## config.mk

```make
export PLATFORM = sky130hd
export DESIGN_NAME = i2c_slave_ctl
export DESIGN_NICKNAME = d
export VERILOG_FILES = /design/src/rtl/i2c_slv_pkg.sv /design/src/rtl/i2c_bus_mon.sv /design/src/rtl/i2c_slave_regs.sv /design/src/rtl/i2c_slave_fsm.sv /design/src/rtl/i2c_slave_ctl.sv
export SDC_FILE = /design/constraint.sdc
export NUM_CORES = 1
export LEC_CHECK = 0
export ABC_CLOCK_PERIOD_IN_PS = 2470
export BUFFER_PORTS_ARGS = -buffer_cell sky130_fd_sc_hd__buf_2
export CORE_UTILIZATION = 35
export CTS_CLUSTER_DIAMETER = 150
export DETAILED_ROUTE_END_ITERATION = 8
export HOLD_SLACK_MARGIN = 0.05
export SYNTH_ARGS = -nofsm -noshare
export SYNTH_HDL_FRONTEND = slang
export SYNTH_SLANG_ARGS = --single-unit
export TNS_END_PERCENT = 20
```

## constraint.sdc

```tcl
create_clock -name clk -period 2.47 [get_ports clk]
set_clock_uncertainty 0.15 [all_clocks]
set_input_delay 0.6175 -clock clk [delete_from_list [all_inputs] [get_ports clk]]
set_output_delay 0.6175 -clock clk [all_outputs]
set_load 0.03 [all_outputs]
```

## src/rtl/i2c_slv_pkg.sv

```systemverilog
package i2c_slv_pkg;

  // control register bit positions
  localparam int CB_EN  = 6;
  localparam int CB_STA = 5;
  localparam int CB_STO = 4;
  localparam int CB_SI  = 3;
  localparam int CB_AA  = 2;

  // register offsets
  localparam int OFS_CTRL = 0;
  localparam int OFS_STAT = 1;
  localparam int OFS_DATA = 2;
  localparam int OFS_OWN  = 3;
  localparam int OFS_CLR  = 4;

  // status codes
  localparam logic [7:0] CODE_OWN_W   = 8'h60;
  localparam logic [7:0] CODE_BCAST_W = 8'h70;
  localparam logic [7:0] CODE_RX_ACK  = 8'h80;
  localparam logic [7:0] CODE_RX_NACK = 8'h88;
  localparam logic [7:0] CODE_END     = 8'hA0;
  localparam logic [7:0] CODE_OWN_R   = 8'hA8;
  localparam logic [7:0] CODE_TX_ACK  = 8'hB8;
  localparam logic [7:0] CODE_TX_NACK = 8'hC0;
  localparam logic [7:0] CODE_NONE    = 8'hF8;

  typedef enum logic [2:0] {
    ST_IDLE, ST_ADDR, ST_ACK_A, ST_RX, ST_ACK_R, ST_TX, ST_ACK_T, ST_STALL
  } slv_state_e;

  typedef enum logic [1:0] {
    HIT_NONE, HIT_OWN, HIT_BCAST
  } hit_e;

  // header = {address[6:0], direction}
  function automatic hit_e classify_hdr(input logic [7:0] hdr, input logic [6:0] own);
    if (hdr[7:1] == 7'd0) return hdr[0] ? HIT_NONE : HIT_BCAST;
    if (hdr[7:1] == own)  return HIT_OWN;
    return HIT_NONE;
  endfunction

  function automatic logic [7:0] status_view(input logic flag, input logic [7:0] code);
    return flag ? code : CODE_NONE;
  endfunction

  function automatic logic in_transfer(input slv_state_e s);
    return (s == ST_RX) || (s == ST_ACK_R) || (s == ST_TX) ||
           (s == ST_ACK_T) || (s == ST_STALL);
  endfunction

endpackage

```

## src/rtl/i2c_bus_mon.sv

```systemverilog
module i2c_bus_mon #(
  parameter int SYNC_STAGES = 2
) (
  input  logic clk,
  input  logic rst_n,
  input  logic scl_in,
  input  logic sda_in,
  output logic scl_s,
  output logic sda_s,
  output logic scl_rise,
  output logic scl_fall,
  output logic start_det,
  output logic stop_det
);

  logic [SYNC_STAGES-1:0] scl_sh, sda_sh;
  logic scl_p, sda_p;

  always_ff @(posedge clk or negedge rst_n) begin
    if (!rst_n) begin
      scl_sh <= '1;
      sda_sh <= '1;
      scl_p  <= 1'b1;
      sda_p  <= 1'b1;
    end else begin
      scl_sh <= {scl_sh[SYNC_STAGES-2:0], scl_in};
      sda_sh <= {sda_sh[SYNC_STAGES-2:0], sda_in};
      scl_p  <= scl_sh[SYNC_STAGES-1];
      sda_p  <= sda_sh[SYNC_STAGES-1];
    end
  end

  assign scl_s     = scl_sh[SYNC_STAGES-1];
  assign sda_s     = sda_sh[SYNC_STAGES-1];
  assign scl_rise  = scl_s & ~scl_p;
  assign scl_fall  = ~scl_s & scl_p;
  // SDA edges count only while SCL is stable high
  assign start_det = scl_s & scl_p & sda_p & ~sda_s;
  assign stop_det  = scl_s & scl_p & ~sda_p & sda_s;

endmodule

```

## src/rtl/i2c_slave_regs.sv

```systemverilog
module i2c_slave_regs
  import i2c_slv_pkg::*;
#(
  parameter int REG_AW = 3
) (
  input  logic              clk,
  input  logic              rst_n,
  input  logic              reg_wr,
  input  logic [REG_AW-1:0] reg_addr,
  input  logic [7:0]        reg_wdata,
  output logic [7:0]        reg_rdata,
  input  logic              ev_valid,
  input  logic [7:0]        ev_code,
  input  logic              rx_valid,
  input  logic [7:0]        rx_byte,
  output logic              en,
  output logic              aa,
  output logic              si,
  output logic [6:0]        own_addr,
  output logic [7:0]        tx_data
);

  localparam logic [REG_AW-1:0] A_CTRL = REG_AW'(OFS_CTRL);
  localparam logic [REG_AW-1:0] A_STAT = REG_AW'(OFS_STAT);
  localparam logic [REG_AW-1:0] A_DATA = REG_AW'(OFS_DATA);
  localparam logic [REG_AW-1:0] A_OWN  = REG_AW'(OFS_OWN);
  localparam logic [REG_AW-1:0] A_CLR  = REG_AW'(OFS_CLR);

  logic sta, sto;
  logic [7:0] stat_q, data_q;
  logic wr_set, wr_clr;

  assign wr_set = reg_wr && (reg_addr == A_CTRL);
  assign wr_clr = reg_wr && (reg_addr == A_CLR);

  always_ff @(posedge clk or negedge rst_n) begin
    if (!rst_n) begin
      en <= 1'b0; aa <= 1'b0; sta <= 1'b0; sto <= 1'b0; si <= 1'b0;
    end else begin
      if (wr_set) begin
        en  <= en  | reg_wdata[CB_EN];
        sta <= sta | reg_wdata[CB_STA];
        sto <= sto | reg_wdata[CB_STO];
        aa  <= aa  | reg_wdata[CB_AA];
      end else if (wr_clr) begin
        en  <= en  & ~reg_wdata[CB_EN];
        sta <= sta & ~reg_wdata[CB_STA];
        sto <= sto & ~reg_wdata[CB_STO];
        aa  <= aa  & ~reg_wdata[CB_AA];
      end
      // bus events win over a software clear in the same cycle
      if (ev_valid)                    si <= 1'b1;
      else if (wr_clr && reg_wdata[CB_SI]) si <= 1'b0;
    end
  end

  always_ff @(posedge clk or negedge rst_n) begin
    if (!rst_n) begin
      stat_q   <= CODE_NONE;
      data_q   <= 8'h00;
      own_addr <= 7'd0;
    end else begin
      if (ev_valid) stat_q <= ev_code;
      if (rx_valid) data_q <= rx_byte;
      else if (reg_wr && reg_addr == A_DATA) data_q <= reg_wdata;
      if (reg_wr && reg_addr == A_OWN) own_addr <= reg_wdata[6:0];
    end
  end

  assign tx_data = data_q;

  always_comb begin
    unique case (reg_addr)
      A_CTRL:  reg_rdata = {1'b0, en, sta, sto, si, aa, 2'b00};
      A_STAT:  reg_rdata = status_view(si, stat_q);
      A_DATA:  reg_rdata = data_q;
      A_OWN:   reg_rdata = {1'b0, own_addr};
      default: reg_rdata = 8'h00;
    endcase
  end

endmodule

```

## src/rtl/i2c_slave_fsm.sv

```systemverilog
module i2c_slave_fsm
  import i2c_slv_pkg::*;
(
  input  logic       clk,
  input  logic       rst_n,
  input  logic       en,
  input  logic       aa,
  input  logic       si,
  input  logic [6:0] own_addr,
  input  logic [7:0] tx_data,
  input  logic       sda_s,
  input  logic       scl_rise,
  input  logic       scl_fall,
  input  logic       start_det,
  input  logic       stop_det,
  output logic       ev_valid,
  output logic [7:0] ev_code,
  output logic       rx_valid,
  output logic [7:0] rx_byte,
  output logic       sda_oe,
  output logic       scl_oe
);

  slv_state_e st_q, st_d, ret_q, ret_d;
  logic [3:0] cnt_q, cnt_d;
  logic [7:0] sh_q, sh_d;
  logic       sda_q, sda_d;
  logic       ack_q, ack_d;
  hit_e       hit;

  assign hit = classify_hdr(sh_q, own_addr);

  always_comb begin
    st_d = st_q; ret_d = ret_q; cnt_d = cnt_q; sh_d = sh_q;
    sda_d = sda_q; ack_d = ack_q;
    ev_valid = 1'b0; ev_code = CODE_NONE; rx_valid = 1'b0;
    if (!en) begin
      st_d = ST_IDLE; sda_d = 1'b0; cnt_d = 4'd0;
    end else if (start_det) begin
      if (in_transfer(st_q)) begin ev_valid = 1'b1; ev_code = CODE_END; end
      st_d = ST_ADDR; cnt_d = 4'd0; sda_d = 1'b0;
    end else if (stop_det) begin
      if (in_transfer(st_q)) begin ev_valid = 1'b1; ev_code = CODE_END; end
      st_d = ST_IDLE; sda_d = 1'b0;
    end else begin
      unique case (st_q)
        ST_IDLE: ;
        ST_ADDR: begin
          if (scl_rise) begin
            sh_d = {sh_q[6:0], sda_s}; cnt_d = cnt_q + 4'd1;
          end else if (scl_fall && cnt_q == 4'd8) begin
            if (hit != HIT_NONE && aa) begin sda_d = 1'b1; st_d = ST_ACK_A; end
            else st_d = ST_IDLE;
          end
        end
        ST_ACK_A: begin
          if (scl_fall) begin
            sda_d = 1'b0; st_d = ST_STALL; cnt_d = 4'd0; ev_valid = 1'b1;
            if (hit == HIT_BCAST) begin ev_code = CODE_BCAST_W; ret_d = ST_RX; end
            else if (sh_q[0])      begin ev_code = CODE_OWN_R;   ret_d = ST_TX; end
            else                   begin ev_code = CODE_OWN_W;   ret_d = ST_RX; end
          end
        end
        ST_RX: begin
          if (scl_rise) begin
            sh_d = {sh_q[6:0], sda_s}; cnt_d = cnt_q + 4'd1;
          end else if (scl_fall && cnt_q == 4'd8) begin
            sda_d = aa; ack_d = aa; st_d = ST_ACK_R;
          end
        end
        ST_ACK_R: begin
          if (scl_fall) begin
            sda_d = 1'b0; rx_valid = 1'b1; cnt_d = 4'd0; ev_valid = 1'b1;
            if (ack_q) begin ev_code = CODE_RX_ACK; st_d = ST_STALL; ret_d = ST_RX; end
            else       begin ev_code = CODE_RX_NACK; st_d = ST_IDLE; end
          end
        end
        ST_TX: begin
          if (scl_rise) cnt_d = cnt_q + 4'd1;
          else if (scl_fall) begin
            if (cnt_q == 4'd8) begin sda_d = 1'b0; st_d = ST_ACK_T; end
            else begin sh_d = {sh_q[6:0], 1'b0}; sda_d = ~sh_q[6]; end
          end
        end
        ST_ACK_T: begin
          if (scl_rise) ack_d = ~sda_s;
          else if (scl_fall) begin
            ev_valid = 1'b1; cnt_d = 4'd0;
            if (ack_q) begin ev_code = CODE_TX_ACK; st_d = ST_STALL; ret_d = ST_TX; end
            else       begin ev_code = CODE_TX_NACK; st_d = ST_IDLE; end
          end
        end
        ST_STALL: begin
          if (!si) begin
            st_d = ret_q; cnt_d = 4'd0;
            if (ret_q == ST_TX) begin sh_d = tx_data; sda_d = ~tx_data[7]; end
          end
        end
        default: st_d = ST_IDLE;
      endcase
    end
  end

  always_ff @(posedge clk or negedge rst_n) begin
    if (!rst_n) begin
      st_q <= ST_IDLE; ret_q <= ST_IDLE; cnt_q <= 4'd0;
      sh_q <= 8'h00; sda_q <= 1'b0; ack_q <= 1'b0;
    end else begin
      st_q <= st_d; ret_q <= ret_d; cnt_q <= cnt_d;
      sh_q <= sh_d; sda_q <= sda_d; ack_q <= ack_d;
    end
  end

  assign rx_byte = sh_q;
  assign sda_oe  = sda_q;
  assign scl_oe  = (st_q == ST_STALL);

endmodule

```

## src/rtl/i2c_slave_ctl.sv

```systemverilog
module i2c_slave_ctl
  import i2c_slv_pkg::*;
#(
  parameter int REG_AW      = 3,
  parameter int SYNC_STAGES = 2
) (
  input  logic              clk,
  input  logic              rst_n,
  input  logic              reg_wr,
  input  logic [REG_AW-1:0] reg_addr,
  input  logic [7:0]        reg_wdata,
  output logic [7:0]        reg_rdata,
  input  logic              scl_in,
  input  logic              sda_in,
  output logic              scl_oe,
  output logic              sda_oe,
  output logic              irq
);

  logic scl_s, sda_s, scl_rise, scl_fall, start_det, stop_det;
  logic ev_valid, rx_valid;
  logic [7:0] ev_code, rx_byte, tx_data;
  logic ctrl_en, ctrl_aa, ctrl_si;
  logic [6:0] own_addr;

  i2c_bus_mon #(.SYNC_STAGES(SYNC_STAGES)) mon_i (
    .clk(clk), .rst_n(rst_n), .scl_in(scl_in), .sda_in(sda_in),
    .scl_s(scl_s), .sda_s(sda_s), .scl_rise(scl_rise), .scl_fall(scl_fall),
    .start_det(start_det), .stop_det(stop_det)
  );

  i2c_slave_regs #(.REG_AW(REG_AW)) regs_i (
    .clk(clk), .rst_n(rst_n), .reg_wr(reg_wr), .reg_addr(reg_addr),
    .reg_wdata(reg_wdata), .reg_rdata(reg_rdata),
    .ev_valid(ev_valid), .ev_code(ev_code), .rx_valid(rx_valid), .rx_byte(rx_byte),
    .en(ctrl_en), .aa(ctrl_aa), .si(ctrl_si), .own_addr(own_addr), .tx_data(tx_data)
  );

  i2c_slave_fsm fsm_i (
    .clk(clk), .rst_n(rst_n), .en(ctrl_en), .aa(ctrl_aa), .si(ctrl_si),
    .own_addr(own_addr), .tx_data(tx_data), .sda_s(sda_s),
    .scl_rise(scl_rise), .scl_fall(scl_fall), .start_det(start_det), .stop_det(stop_det),
    .ev_valid(ev_valid), .ev_code(ev_code), .rx_valid(rx_valid), .rx_byte(rx_byte),
    .sda_oe(sda_oe), .scl_oe(scl_oe)
  );

  assign irq = ctrl_si;

endmodule

```

==> metrics <==
status=finished, final reports clean; Synth area leader=dfrtp_1; largest net degree at the start of global routing=29; Max-Cap Viols=0; reg2reg path depth=6; die width=95.57 µm; CTS resizes=0; Iteration-0 DRC Markers=183; worst-skew pair later-pin latency=0.31 ns; Worst-path clk slew=0.10 ns; via count=2492; Hold Slack=0.1481 ns; drt total wl=7305 µm; clock root buffer=clkbuf_8; kind of critical path=in -> out; sequential area share after synthesis=42.10%; vias in the first global route=2279; CTS max path bufs=2; EDFF count, synth=0; area post-placement=0.003378 mm²; Seq pwr share=45.4%; First-pass DRT Iterations=4; top cells by area, synth=dfrtp_1 33%, dfstp_2 9.4%, mux2_2 8.8%; row count=33; worst rel slew slack=58.41%; routability cong.=0.8024; Post-DRT Antenna Nets=0; switching power total=1.100 mW; Core Region=0.008341 mm²; CTS sink cnt=51; max-slew violation count=0; Worst path max stage delay=0.18 ns; Worst Hold Class=in -> async; ys flop type=dfrtp_1; Peak VDD IR=0.0002541 V; sw frac=38.67%; worst slew pin tran=0.6173 ns; Die Y=95.57 µm; PnR worst setup slack=0.1369 ns; post-route cell area=0.003475 mm²; fmax=0.4286 GHz; Post-CTS Setup Bufs=0; CP arrival=1.57 ns; antenna cells=0; Async SR Flop Fraction=100.0%; Port Buffer Count=26; DR WL/cell=16.13 µm; synthesized flop and latch total=51; total global routing overflow=0; TritonCTS Buffers=5; Post-Syn Area=0.003064 mm²; flop2flop setup slack=0.25 ns; IO Count=27; r2r startpoint=mon_i.sda_sh[1]$_DFF_PN1_; htree depth=2; Initial Utilization=36.74%; yosys warns=0; Synth cell types=67; PD cells=818.3 mW/mm²; syn_nets=335; Internal=1.744 mW; Critical Path Start Type=input port; post-synth top area share=32.67%; Final period util=94.46%; CP Max Fanout=9; Layout area overhead=13.39%; CP Capture Type=output port; P_leak=1.438 nW; Die ar.=0.009133 mm²; required time of the critical path=1.70 ns; CTS tree=built; RR Endpoint=fsm_i.rx_byte[7]$_DFFE_PN0P_; DP HPWL=5433 µm; Comb power frac=36.3%; hold bufs inserted after CTS=0; share of cells above drive strength 1=28.16%; DRC=0; clock share of power=18.3%; gr usage total=17.03%; Critical Path, Cell by Cell=buf_2, buf_4, mux2i_1, nor2_1, a31oi_1, nor2_1, buf_2; Vias/cell=5.501; Place WS=0.1423 ns; fin crit period=2.333 ns; nets=365; Post-Syn Instances=317; Final setup viols=0; first-pass GRT wire length=11800 µm; initial antenna violation count=0; Syn Area/Cell=9.666 µm²; Fin. Hold Viols=0; Crit-path slowest cell=buf_4; RSZ-0062 raised after global routing=false
## layout by cell type, fill, tap and decap left out, types with 2 or more instances in the layout
cell type  count
a21oi_1       26
or2_1          2
o22ai_1        6
o2bb2ai_1      3
a31oi_1        6
o31a_1         2
ha_1           2
o211ai_1       3
nand3_1        6
o21ai_0       18
nand2b_1       7
buf_4         14
a211oi_1       3
nand3b_1       2
nand2_1       25
a21o_1         2
nor2_1        23
a22o_1         3
o31ai_1        7
nor2b_1        2
nand4_1        3
dfrtp_1       40
mux2i_1       14
nor3_1         2
nor4_1         2
clkbuf_8       6
xnor2_1        8
mux2_2        24
inv_1         11
dfstp_2       11
buf_2         26
## layer usage
metal | wire length (µm) | share of wire (%) | global-route usage (%)
met1 | 3541 | 48 | 24.73
met3 | 323 | 4.4 | 2.632
met5 | 0 | 0 | 0
met4 | 94 | 1.3 | 5.224
met2 | 3345 | 46 | 25.95
## synthesized netlist by cell type (all sizes together) (2+ instances only)
cell,instances
dfrtp,40
a21oi,27
nand2,26
mux2,25
nor2,24
o21ai,19
mux2i,14
dfstp,11
inv,11
buf,9
clkbuf,9
nand2b,8
xnor2,8
o22ai,7
o31ai,7
a31oi,6
nand3,6
a211oi,4
a22o,3
nand4,3
nor4,3
o211ai,3
o2bb2ai,3
a21o,2
and2b,2
and3,2
ha,2
nand3b,2
nor2b,2
nor3,2
o2111a,2
o2111ai,2
o31a,2
or2,2
or3b,2
## worst max-delay path by stage
| stage | start | to | slack, ns |
|---|---|---|---|
| floorplan | reg_addr[1] | reg_rdata[6] | -0.09 |
| global placement | reg_addr[1] | reg_rdata[2] | 0.16 |
| detailed placement | reg_addr[1] | reg_rdata[2] | 0.14 |
| CTS | regs_i.si$_DFFE_PN0P_ | reg_rdata[5] | 0.12 |
| global route | reg_addr[1] | reg_rdata[2] | 0.02 |
| finish | reg_addr[1] | reg_rdata[2] | 0.14 |
## registers in the layout, indices dropped and copies added (netlist names), named ones only
signal           flops
fsm_i.ack_q          1
mon_i.sda_p          1
regs_i.si            1
fsm_i.st_q           3
regs_i.own_addr      7
fsm_i.sda_oe         1
fsm_i.cnt_q          4
fsm_i.rx_byte        8
regs_i.stat_q        5
fsm_i.ret_q          3
mon_i.scl_p          1
regs_i.tx_data       8
mon_i.scl_sh         2
mon_i.sda_sh         2
## metrics by stage
| step | power (mW) | TNS, ns | cells | util [%] |
|---|---|---|---|---|
| after floorplan | 2.011 | -0.1384 | 317 | - |
| after global placement | 2.322 | 0 | 445 | 40.50 |
| after detailed placement | 2.337 | 0 | 445 | 40.50 |
| after CTS | 2.864 | 0 | 453 | 41.66 |
| after global routing | 3.035 | 0 | 453 | 41.66 |
| final | 2.843 | 0 | 453 | 41.66 |
## cells by family (layout without fill, tap and decap cells)
group | count (synthesis) | count (layout) | share of synthesized area, %
AOI/OAI and AO/OA | 98 | 98 | 21.60
xor gates and xnor gates | 9 | 9 | 2.573
and+or+nand+nor | 89 | 89 | 15.15
adders and majority gates | 2 | 2 | 0.8165
DFF | 51 | 51 | 42.10
buffers and inverters | 29 | 60 | 4.001
muxes | 39 | 39 | 13.76
## power groups by stage
stage	registers [mW]	logic [mW]	clock network [mW]
final	1.29	1.03	0.520
after global placement	1.31	1.01	0
after global routing	1.33	1.15	0.562
after detailed placement	1.31	1.03	0
after CTS	1.29	1.03	0.537
after floorplan	1.22	0.787	0
## worst max-delay path, delay by kind of cell
kind | cells | cell delay, ns
compound gates | 1 | 0.13
simple gates | 2 | 0.10
buf+inv | 3 | 0.52
mux | 1 | 0.18
## area by class of cell
type	count	area [µm²]
Multi-Input combinational cell	237	1660
Sequential cell	51	1290
Inverter	11	41.29
Clock inverter	2	13.76
Fill cell	816	4866
Timing Repair Buffer	41	255.2
Clock buffer	6	82.58
Tap cell	105	131.4
Note: power is estimated with default switching activity, not from simulation.
